### config.mk
export PLATFORM = sky130hd
export DESIGN_NAME = tmr_channel
export DESIGN_NICKNAME = d
export VERILOG_FILES = /design/src/rtl/tmr_chan_pkg.sv /design/src/rtl/tmr_fall_detect.sv /design/src/rtl/tmr_count_gate.sv /design/src/rtl/tmr_count_core.sv /design/src/rtl/tmr_ovf_flag.sv /design/src/rtl/tmr_channel.sv
export SDC_FILE = /design/constraint.sdc
export NUM_CORES = 1
export LEC_CHECK = 0
export ABC_AREA = 1
export BUFFER_PORTS_ARGS = -buffer_cell sky130_fd_sc_hd__buf_4
export CAP_MARGIN = 25
export CELL_PAD_IN_SITES_DETAIL_PLACEMENT = 2
export CELL_PAD_IN_SITES_GLOBAL_PLACEMENT = 2
export CORE_MARGIN = 2
export CORE_UTILIZATION = 31
export DETAILED_ROUTE_END_ITERATION = 8
export PLACE_DENSITY = 0.95
export RECOVER_POWER = 25
export SLEW_MARGIN = 20
export SYNTH_ARGS = -nofsm -noshare
export SYNTH_HDL_FRONTEND = slang
export SYNTH_HIERARCHICAL = 1
export SYNTH_SLANG_ARGS = --single-unit
### constraint.sdc
create_clock -name clk -period 3.6 [get_ports clk]
set_clock_uncertainty 0.15 [all_clocks]
set_input_delay 0.54 -clock clk [delete_from_list [all_inputs] [get_ports clk]]
set_output_delay 0.54 -clock clk [all_outputs]
set_load 0.01 [all_outputs]
### src/rtl/tmr_chan_pkg.sv
package tmr_chan_pkg;

  typedef enum logic [1:0] {
    MODE_W13  = 2'b00,
    MODE_W16  = 2'b01,
    MODE_RLD8 = 2'b10,
    MODE_HALT = 2'b11
  } tmr_mode_e;

  // Control word, MSB first: mode[1:0], gate_en, ext_sel, run
  typedef struct packed {
    tmr_mode_e mode;
    logic      gate_en;
    logic      ext_sel;
    logic      run;
  } tmr_ctl_t;

  localparam int CTL_W = $bits(tmr_ctl_t);

endpackage

### src/rtl/tmr_fall_detect.sv
module tmr_fall_detect (
  input  logic clk,
  input  logic rst_n,
  input  logic tick,
  input  logic pin,
  output logic fall
);

  logic last_smp;

  // A fall is a high sample followed by a low sample, both taken on ticks.
  always_ff @(posedge clk or negedge rst_n) begin
    if (!rst_n)     last_smp <= 1'b0;
    else if (tick)  last_smp <= pin;
  end

  assign fall = tick & last_smp & ~pin;

endmodule

### src/rtl/tmr_count_gate.sv
module tmr_count_gate
  import tmr_chan_pkg::*;
(
  input  tmr_ctl_t ctl,
  input  logic     tick,
  input  logic     fall,
  input  logic     gate_pin,
  output logic     step
);

  logic src_evt;
  logic gate_ok;

  assign src_evt = ctl.ext_sel ? fall : tick;
  assign gate_ok = ~ctl.gate_en | gate_pin;
  assign step    = ctl.run & gate_ok & src_evt & (ctl.mode != MODE_HALT);

endmodule

### src/rtl/tmr_count_core.sv
module tmr_count_core
  import tmr_chan_pkg::*;
#(
  parameter int BYTE_W  = 8,
  parameter int PRESC_W = 5
) (
  input  logic              clk,
  input  logic              rst_n,
  input  logic              step,
  input  tmr_mode_e         mode,
  input  logic              hi_we,
  input  logic              lo_we,
  input  logic [BYTE_W-1:0] wdata,
  output logic [BYTE_W-1:0] hi_q,
  output logic [BYTE_W-1:0] lo_q,
  output logic              wrap
);

  localparam int NXT_W = 2 * BYTE_W + 1;

  // Returns {wrap, next_hi, next_lo} for one count step in the given mode.
  function automatic logic [NXT_W-1:0] advance(
    input tmr_mode_e         md,
    input logic [BYTE_W-1:0] hi,
    input logic [BYTE_W-1:0] lo
  );
    logic [BYTE_W-1:0]  nh;
    logic [BYTE_W-1:0]  nl;
    logic [PRESC_W-1:0] p;
    logic               w;
    nh = hi;
    nl = lo;
    w  = 1'b0;
    p  = lo[PRESC_W-1:0];
    case (md)
      MODE_W13: begin
        if (p == {PRESC_W{1'b1}}) begin
          nh = hi + BYTE_W'(1);
          w  = (hi == {BYTE_W{1'b1}});
        end
        p  = p + PRESC_W'(1);
        nl = {lo[BYTE_W-1:PRESC_W], p};
      end
      MODE_W16: begin
        {w, nh, nl} = {1'b0, hi, lo} + NXT_W'(1);
      end
      MODE_RLD8: begin
        if (lo == {BYTE_W{1'b1}}) begin
          nl = hi;
          w  = 1'b1;
        end else begin
          nl = lo + BYTE_W'(1);
        end
      end
      default: ;
    endcase
    return {w, nh, nl};
  endfunction

  logic [NXT_W-1:0]  nxt;
  logic [BYTE_W-1:0] nxt_hi;
  logic [BYTE_W-1:0] nxt_lo;
  logic              nxt_wrap;

  assign nxt                        = advance(mode, hi_q, lo_q);
  assign {nxt_wrap, nxt_hi, nxt_lo} = nxt;
  assign wrap                       = step & nxt_wrap;

  always_ff @(posedge clk or negedge rst_n) begin
    if (!rst_n)      hi_q <= '0;
    else if (hi_we)  hi_q <= wdata;
    else if (step)   hi_q <= nxt_hi;
  end

  always_ff @(posedge clk or negedge rst_n) begin
    if (!rst_n)      lo_q <= '0;
    else if (lo_we)  lo_q <= wdata;
    else if (step)   lo_q <= nxt_lo;
  end

endmodule

### src/rtl/tmr_ovf_flag.sv
module tmr_ovf_flag (
  input  logic clk,
  input  logic rst_n,
  input  logic set,
  input  logic clr,
  output logic flag
);

  // A rollover beats a clear on the same clock.
  always_ff @(posedge clk or negedge rst_n) begin
    if (!rst_n)     flag <= 1'b0;
    else if (set)   flag <= 1'b1;
    else if (clr)   flag <= 1'b0;
  end

endmodule

### src/rtl/tmr_channel.sv
module tmr_channel
  import tmr_chan_pkg::*;
#(
  parameter int BYTE_W  = 8,
  parameter int PRESC_W = 5
) (
  input  logic              clk,
  input  logic              rst_n,
  input  logic              mc_tick,
  input  logic              cnt_pin,
  input  logic              gate_pin,
  input  logic              ctl_we,
  input  logic [CTL_W-1:0]  ctl_wdata,
  input  logic              hi_we,
  input  logic              lo_we,
  input  logic [BYTE_W-1:0] wdata,
  input  logic              flag_clr,
  input  logic              irq_ack,
  output logic [BYTE_W-1:0] hi_q,
  output logic [BYTE_W-1:0] lo_q,
  output logic              ovf_flag
);

  tmr_ctl_t  ctl_r;
  logic      ext_fall;
  logic      cnt_step;
  logic      cnt_wrap;
  logic      flag_drop;
  logic [1:0] ctl_mode;
  logic      ctl_run;
  logic      ctl_gate_en;

  always_ff @(posedge clk or negedge rst_n) begin
    if (!rst_n)      ctl_r <= '0;
    else if (ctl_we) ctl_r <= tmr_ctl_t'(ctl_wdata);
  end

  assign ctl_mode    = ctl_r.mode;
  assign ctl_run     = ctl_r.run;
  assign ctl_gate_en = ctl_r.gate_en;
  assign flag_drop   = flag_clr | irq_ack;

  tmr_fall_detect u_fall (
    .clk  (clk),
    .rst_n(rst_n),
    .tick (mc_tick),
    .pin  (cnt_pin),
    .fall (ext_fall)
  );

  tmr_count_gate u_gate (
    .ctl     (ctl_r),
    .tick    (mc_tick),
    .fall    (ext_fall),
    .gate_pin(gate_pin),
    .step    (cnt_step)
  );

  tmr_count_core #(
    .BYTE_W (BYTE_W),
    .PRESC_W(PRESC_W)
  ) u_core (
    .clk  (clk),
    .rst_n(rst_n),
    .step (cnt_step),
    .mode (ctl_r.mode),
    .hi_we(hi_we),
    .lo_we(lo_we),
    .wdata(wdata),
    .hi_q (hi_q),
    .lo_q (lo_q),
    .wrap (cnt_wrap)
  );

  tmr_ovf_flag u_flag (
    .clk  (clk),
    .rst_n(rst_n),
    .set  (cnt_wrap),
    .clr  (flag_drop),
    .flag (ovf_flag)
  );

endmodule

; After elaboration in Yosys (flattened, before gate mapping)
; Index checks and enable logic that the tools add are counted.
[word_totals]
out_inout_bits = 17
register_bits = 23
input_bits = 23
wordCells = 55
[classes]
n_eq_ne = 8
bitwise_logic = 10
n_reduce_logical = 10
addsub = 4
n_mux = 14
[op_table]
columns = op, count
row1 = $mux 8, 6
row2 = $pmux 8 s3, 1
row3 = $add 16x1->17 const B, 1
row4 = $add 8x1->8 const B, 2
row5 = $eq 8x8->1 const B, 2
row6 = $pmux 8 s2, 1
row7 = $and 1x1->1, 6
row8 = $reduce_and 3->1, 2
row9 = $reduce_bool 2->1, 3
row10 = $reduce_bool 3->1, 2
row11 = $add 5x1->5 const B, 1
row12 = $eq 5x5->1 const B, 1
row13 = $mux 1, 5
row14 = $ne 2x2->1 const B, 2
row15 = $reduce_bool 4->1, 1
row16 = $ne 3x2->1 const B, 1
row17 = $pmux 1 s3, 1
row18 = $eq 2x1->1 const B, 1
row19 = $eq 2x2->1 const B, 1
row20 = $logic_not 2->1, 1
row21 = $not 1->1, 2
row22 = $or 1x1->1, 2
row23 = $reduce_and 2->1, 1

; Depth between registers and ports, before layout
; Gate-level depths: netlist of run 1.
[depth]
depth_word = 7
mapped_depth = 12
depth_no_buf = 12

; Hierarchy
; The synthesis of run 1 kept the hierarchy.
[modules_own_cells]
columns = module, cells_per_inst, seq_area_each_um2, instances, area_per_inst_um2
row1 = tmr_count_core, 230, 400.4, 1, 1448.9
row2 = tmr_channel, 22, 125.1, 1, 191.4
row3 = tmr_fall_detect, 7, 25.0, 1, 47.5
row4 = tmr_ovf_flag, 5, 25.0, 1, 40.0
row5 = tmr_count_gate, 10, 0.0, 1, 38.8

; Least setup slack after synthesis of run 1
; OpenSTA, ideal clock, no wires.
[synth_timing]
path_type = register to register
start = register u_core.lo_q[0]
end = register u_core.hi_q[1]
arrival_time_ps = 1628
synth_period_minus_slack_ps = 1847
t_required_ps = 3382
slack_ps = 1753
n_path_buf = 0
setup_ps = 68
path_stages_with_launch = 13
cell_sequence = dfrtp_1 -> ha_1 -> nand2_1 -> nor2_4 -> ha_1 -> nand2_1 -> nand2_1 -> nand2_1 -> nor2_2 -> inv_1 -> nor2_1 -> nand2_1 -> nand3_1
[synth_via]
elab_chain_cells = 4
word_cells_on_any_way = 7
[synth_lines]
columns = item, line
row1 = from (decl), tmr_count_core.sv:15  ; output logic [BYTE_W-1:0] lo_q,
row2 = from (signal assigned), tmr_count_core.sv:77  ; else if (lo_we) lo_q <= wdata;
row3 = from (signal assigned), tmr_count_core.sv:78  ; else if (step) lo_q <= nxt_lo;
row4 = $add 16x1->17, tmr_count_core.sv:45  ; {w, nh, nl} = {1'b0, hi, lo} + NXT_W'(1);
row5 = $pmux 8 s2, tmr_count_core.sv:35  ; case (md)
row6 = $mux 8, tmr_count_core.sv:72  ; else if (step) hi_q <= nxt_hi;
row7 = $mux 8, tmr_count_core.sv:71  ; else if (hi_we) hi_q <= wdata;
row8 = to (signal assigned), tmr_count_core.sv:71
row9 = to (signal assigned), tmr_count_core.sv:72
row10 = to (decl), tmr_count_core.sv:14  ; output logic [BYTE_W-1:0] hi_q,
; Several ways; a longest one is shown, not always the timed one. The select of a mux whose other input is x is not followed.
; A chain may end at the register's enable or synchronous reset.

; Worst setup path in the final report of run 1
; Same ends and word-level chain as after synthesis.

==> impl_metrics.toml, run 1 <==
[routing]
drt_iter0_markers = 35
dr.pass1.iters = 4
vias_per_cell = 5.062
vias = 1959
route.detailed.drc = 0
wire_per_inst_um = 16.31
detail-route-antenna-nets = 0
wl_mm = 6.311

[floorplan]
io-pin-count = 40
rows = 27
die_area_um2 = 6319
die_h_um = 79.49
coreArea_um2 = 5507
initial_core_util_pct = 32.08
die_w_um = 79.49

[global_routing]
grt_overflow = 0
grt_max_degree = 24
grt_pass1_wl_mm = 10.63
grt_usage_pct = 21.73
grt_pass1_vias = 2207
antenna_found_initial = 0

[setup_path]
reg2reg_depth = 12
critPathKind = "register to register"
reg2reg_slack_ns = 1.41
setup.worst_path.start = "u_core/lo_q[0]"
cp_max_fo = 7
critical_path_arrival_ns = 2.26
crit_end = "u_core/hi_q[1]"
rr_endpoint = "u_core/hi_q[1]"
r2r_start = "u_core/lo_q[0]"
critPathLaunchType = "register"
required_ns = 3.67
endpoint_kind = "register"

[sta]
report.final.slew_viol_count = 0
clock.fmax_mhz = 456.6
worst_pin_slew_ns = 1.365
period_needed_ns = 2.190
post-route-period-util_pct = 60.83
max_slew_margin_pct = 8.970
hold_viol_final = 0
setup_tns_ns = 0
rsz0062_at_grt = "false"
finalSetupViolations = 0

[cts]
cts.sinks = 23
postCtsSetupBuffers = 0
clk_latency_ns = 0.28
clk_path_buf_depth = 2
cts-htree-levels = 1
cts_inserted_buffers = 3
cts_tree = "built"
clk_pin_slew_ns = 0.10
cts_hold_buf = 0
root_buffer = "clkbuf_8"
cts_resized = 0

[synth]
syn_nets = 304
synth_compound_area_share_pct = 10.27
synth_area_leader_cell = "dfrtp_1"
synth.top_cells.by_area = "dfrtp_1 33%, nand2_1 23%, inv_1 9.1%"
yosys_warnings = 6
yosysMostFrequentCell = "nand2_1"
synthAdderAreaFrac_pct = 4.958
syn-mean-instance-area_um2 = 6.448
syn_area_um2 = 1767
synth_xor_area_share_pct = 1.487
synth-simple-area-share_pct = 40.30
ys_seq_elements = 23
synth_edf_count = 0
ys_types = 27
muxShareOfSynthArea_pct = 0
synth_cells = 274
netlist_top_cells_count = "106 x nand2_1, 43 x inv_1, 27 x nand3_1"
yosysTopAreaCellShare_pct = 32.58
async_flop_share_pct = 100.0
synth_ff_type = "dfrtp_1"
synth_top_family_by_area = "simple AND/OR/NAND/NOR gates"
ys_seq_area_share_pct = 32.58

[layout]
synthToLayoutAreaGrowth_pct = 23.44
layout.cells.non_filler = 387
n_antenna_cell = 0
layout-drive-gt1-share_pct = 17.14
final_nets = 346
fin_area_um2 = 2181

[placed_design]
place.detailed.hpwl_mm = 4.982
dpl_cell_area_um2 = 2138
portBuffers = 39
gp_congestion = 0.8765
dp.cells = 383

[pwr]
leakagePower_nw = 1.185
power_density_nw_per_um2 = 338.4
ir_drop_uv = 114.7

[flow_run]
cap_violations = 0

[status]
run_status = "completed"

[min_path]
hp-class = "input pin to register"
==> area by class of cell <==
cell class / count / area, µm²
inverters: 46 / 172.7
clock inverters: 1 / 5.005
repair buffers: 39 / 289.0
multi-input cells: 203 / 1007
fillers: 685 / 3326
clock buffers: 3 / 41.29
flip-flops and latches: 23 / 575.6
well taps: 72 / 90.09
==> critical path, cell delays in order (launching register included) <==
cell and delay, ns:
dfrtp_1 0.43, ha_1 0.21, nand2_1 0.11, nor2_4 0.16, ha_1 0.20, nand2_1 0.06
nand2_1 0.07, nand2_1 0.08, nor2_2 0.32, inv_1 0.11, nor2_1 0.12, nand2_1 0.07
nand3_1 0.06
==> kinds of logic after synthesis <==
kind of cell | count (synthesis)
AND/OR/NAND/NOR | 164
flip-flops | 23
buffers and inverters | 48
AO/OA/AOI/OAI | 29
adder cells (fa/ha/maj) | 7
XOR/XNOR | 3
==> registers in the layout, indices dropped and copies added, names as in the netlist <==
register,count
u_flag/flag,1
ctl_r,1
u_fall/last_smp,1
ctl_gate_en,1
u_core/lo_q,8
ctl_mode,2
ctl_run,1
u_core/hi_q,8
==> through the flow <==
stage | hold WS, ns | total power [W] | utilization (%) | setup WS (ns)
5_1_grt | 0.3067 | 0.0007937 | 39.60 | 1.226
3_3_place_gp | 0.3064 | 0.0005495 | 38.83 | 1.506
3_5_place_dp | 0.3168 | 0.0005642 | 38.83 | 1.406
6_report | 0.3075 | 0.0007379 | 39.60 | 1.410
4_1_cts | 0.01246 | 0.0007461 | 39.67 | 1.391
2_1_floorplan | 0.09441 | 0.0004537 | - | 1.753
==> where the power goes <==
group | switching [W] | internal [W] | total [W]
clock network | 0.0000989 | 0.0000776 | 0.000177
logic | 0.000148 | 0.0000954 | 0.000244
registers | 0.0000342 | 0.000283 | 0.000318
==> per-layer routing <==
metal	wire (µm)	track usage, %	vias to the layer above
met4	60	5.172	0
met1	2695	25.77	967
met2	3379	41.26	38
li1	-	-	949
met5	0	0	-
met3	175	2.489	5
==> worst min path at each step <==
| stage | start | end | slack, ns | cells after the start |
|---|---|---|---|---|
| CTS | rst_n | u_core/hi_q[7] | 0.01 | 1 |
| global placement | rst_n | u_core/hi_q[7] | 0.31 | 1 |
| detailed placement | rst_n | u_core/hi_q[7] | 0.32 | 1 |
| finish | ctl_wdata[3] | ctl_mode[0] | 0.31 | 3 |
| floorplan | rst_n | ctl_gate_en | 0.09 | 0 |
| global route | ctl_wdata[0] | ctl_run | 0.31 | 3 |
==> cell usage in the layout, fill, tap and decap left out <==
cell	netlist	final
inv_2	3	3
nand3_1	27	27
o21bai_1	4	4
a21boi_0	1	1
ha_1	7	7
nor3_1	5	5
o21ai_0	5	5
clkinv_2	0	1
inv_1	43	43
or2_2	2	2
xnor2_1	1	1
nor2_2	2	2
and3_1	1	1
clkbuf_1	1	1
dfrtp_1	23	23
clkbuf_8	0	3
nand3_2	1	1
buf_4	1	38
a21oi_1	5	5
o22ai_1	9	9
nand4_1	3	3
xor2_1	2	2
nor2_4	2	2
o211ai_1	1	1
nor2_1	13	13
nand2_1	106	106
nand2_4	2	2
a211oi_1	3	3
a22oi_1	1	1
No activity file was read; power rests on OpenSTA's default activity.
==> run 2: changes to the inputs <==
--- a/config.mk
+++ b/config.mk
@@ -11,9 +11,9 @@
 export CELL_PAD_IN_SITES_DETAIL_PLACEMENT = 2
 export CELL_PAD_IN_SITES_GLOBAL_PLACEMENT = 2
 export CORE_MARGIN = 2
-export CORE_UTILIZATION = 31
+export CORE_UTILIZATION = 28
 export DETAILED_ROUTE_END_ITERATION = 8
-export PLACE_DENSITY = 0.95
+export PLACE_DENSITY = 0.89
 export RECOVER_POWER = 25
 export SLEW_MARGIN = 20
 export SYNTH_ARGS = -nofsm -noshare
==> constraint.sdc (replaced) <==
create_clock -name clk -period 2.15 [get_ports clk]
set_clock_uncertainty 0.15 [all_clocks]
set_input_delay 0.3225 -clock clk [delete_from_list [all_inputs] [get_ports clk]]
set_output_delay 0.3225 -clock clk [all_outputs]
set_load 0.01 [all_outputs]
==> run 2 against run 1 <==
The flow now finishes with violations (setup timing). Via count is 5.3% higher. Critical endpoint unchanged. Cell count is 3.9% higher. Power is 73% higher. Core utilization is 1.5 points lower. Fmax is 0.19% higher. Sequential share of layout area is 1.4 points lower. Final area is 5.4% higher. Count of clock-buffer cells in the layout is 1 higher. Die area is 10% higher. Flip-flop and latch count stayed put. Largest cell class unchanged. Sequential power is 68% higher.
==> impl_metrics.toml, run 2 (synthesized netlist as in run 1, its figures left out) <==
[sta]
period_needed_ns = 2.186
hold_viol_final = 0
post-route-period-util_pct = 101.7
finalSetupViolations = 1
max_slew_margin_pct = 8.297
clock.fmax_mhz = 457.5
fin_ws_ns = -0.03583
report.final.slew_viol_count = 0
worst_pin_slew_ns = 1.376

[layout]
utilization_pct = 38.14
layout-drive-gt1-share_pct = 20.49
synthToLayoutAreaGrowth_pct = 30.10
final_common_cell = "nand2_1"
n_antenna_cell = 0
final_cell_mix = "105 x nand2_1, 49 x buf_4, 43 x inv_1"
final_nets = 358
fillers = 774

[setup_path]
path_buf_inv = 1
reg2reg_depth = 12
reg2reg_slack_ns = -0.04
crit_end = "u_core/hi_q[1]"
critical_path_arrival_ns = 2.24
critPathLaunchType = "register"
rr_endpoint = "u_core/hi_q[1]"
endpoint_kind = "register"
r2r_start = "u_core/lo_q[0]"
crit_family = "simple AND/OR/NAND/NOR gates"
slowest_delay_ns = 0.43
cp_max_fo = 5
required_ns = 2.20
cp_num_cells = 12
worstPathCellList = "ha_2 -> nand2_1 -> nor2_4 -> ha_4 -> nand2_1 -> nand2_1 -> nand2_1 -> nor2_4 -> inv_1 -> nor2_1 -> nand2_1 -> nand3_1"
setup.worst_path.start = "u_core/lo_q[0]"
path_common_cell = "nand2_1"
critPathKind = "register to register"
cp_slowest_cell = "dfrtp_1"

[routing]
drt_iter0_markers = 69
dr.pass1.iters = 4
wire_per_inst_um = 17.73
wl_mm = 7.128
route.detailed.drc = 0
vias_per_cell = 5.129
vias = 2062
detail-route-antenna-nets = 0

[placed_design]
gp_congestion = 0.8172
portBuffers = 39
place.detailed.hpwl_mm = 5.158

[pwr]
power_density_nw_per_um2 = 553.9
combPwrFrac_pct = 35.6
p_sw_w = 0.0004821
leakagePower_nw = 1.240
p_int_w = 0.0007910
seqPwrFrac_pct = 41.9
p_sw_share_pct = 37.87
p_clk_share_pct = 22.5
total_power_w = 0.001273
ir_drop_uv = 243.5

[floorplan]
coreArea_um2 = 6026
rows = 28
die_h_um = 83.44
die_w_um = 83.44
die_area_um2 = 6961
io-pin-count = 40
initial_core_util_pct = 29.32

[cts]
cts_tree = "built"
clk_latency_ns = 0.27
clk_path_buf_depth = 2
clk_pin_slew_ns = 0.09
cts-htree-levels = 1
cts_inserted_buffers = 3
root_buffer = "clkbuf_8"
cts.sinks = 23

[flow_run]
cap_violations = 0

[global_routing]
grt_usage_pct = 19.63
grt_pass1_wl_mm = 10.96
grt_max_degree = 24
grt_pass1_vias = 2158
antenna_found_initial = 0
grt_overflow = 0

[status]
run_status = "complete, but fails checks"
violations = "setup timing"

[min_path]
hp-class = "input pin to register"
## run 2: cell count changes in the layout (fill, tap and decap cells not counted), sizes merged
cell	previous run	this run
clkinv	1	0
buf	38	49
clkbuf	4	5
dlygate4sd3	0	1
## run 2: timing repair
item,CTS,global route
buffers inserted,0,8
endpoints found under the hold margin,23,0
gates resized for setup,1,4
pin swaps,0,3
setup endpoints to repair,1,8
hold buffers,1,0
## run 2: layout make-up
type	instances	area (µm²)	share of cell area [%]
multi-input cells	203	1030	44.80
inverters	46	172.7	7.512
well taps	75	93.84	4.083
flip-flops and latches	23	575.6	25.04
repair buffers	51	381.6	16.60
clock buffers	4	45.04	1.960
## run 2: worst min-delay path by stage
stage	startpoint	endpoint	slack (ns)	cells after the start
6_report	ctl_wdata[4]	ctl_mode[1]	0.1	3
5_1_grt	ctl_wdata[4]	ctl_mode[1]	0.1	3
4_1_cts	ctl_wdata[4]	ctl_mode[1]	0.09	3
3_5_place_dp	rst_n	u_core/hi_q[6]	0.10	1
3_3_place_gp	rst_n	u_core/hi_q[5]	0.1	1
2_1_floorplan	rst_n	ctl_gate_en	-0.12	0
## run 2: worst reg2reg max path, stage by stage, from the launching register on
cell and delay [ns]:
dfrtp_1 0.43, ha_2 0.21, nand2_1 0.11, nor2_4 0.20, ha_4 0.17, nand2_1 0.05
nand2_1 0.07, nand2_1 0.13, nor2_4 0.20, inv_1 0.08, nor2_1 0.13, nand2_1 0.10
nand3_1 0.08
## run 2: through the flow
| step | cell area, µm² | hold slack, ns | setup TNS [ns] | instances | worst slack (ns) |
|---|---|---|---|---|---|
| 2_1_floorplan | 1767 | -0.1231 | 0 | 274 | 0.3031 |
| 3_3_place_gp | 2165 | 0.09747 | 0 | 389 | 0.1855 |
| 3_5_place_dp | 2165 | 0.1012 | 0 | 389 | 0.07212 |
| 4_1_cts | 2225 | 0.09046 | 0 | 394 | 0.009353 |
| 5_1_grt | 2298 | 0.09553 | -0.5131 | 402 | -0.1150 |
| 6_report | 2298 | 0.09678 | -0.03583 | 402 | -0.03583 |
## run 2: layer usage
metal,track usage [%],vias up,part of all wire (%)
li1,-,973,-
met1,24.13,1036,44
met2,36.58,45,52
met3,1.889,8,2.8
met4,4.839,0,1.8
met5,0,-,0
## run 2: power by group through the flow
stage	Clock [W]	Combinational, W	Sequential [W]
floorplan	0	0.000218	0.000541
global placement	0	0.000391	0.000538
detailed placement	0	0.000412	0.000542
CTS	0.000308	0.000420	0.000533
global route	0.000319	0.000501	0.000544
finish	0.000286	0.000453	0.000533
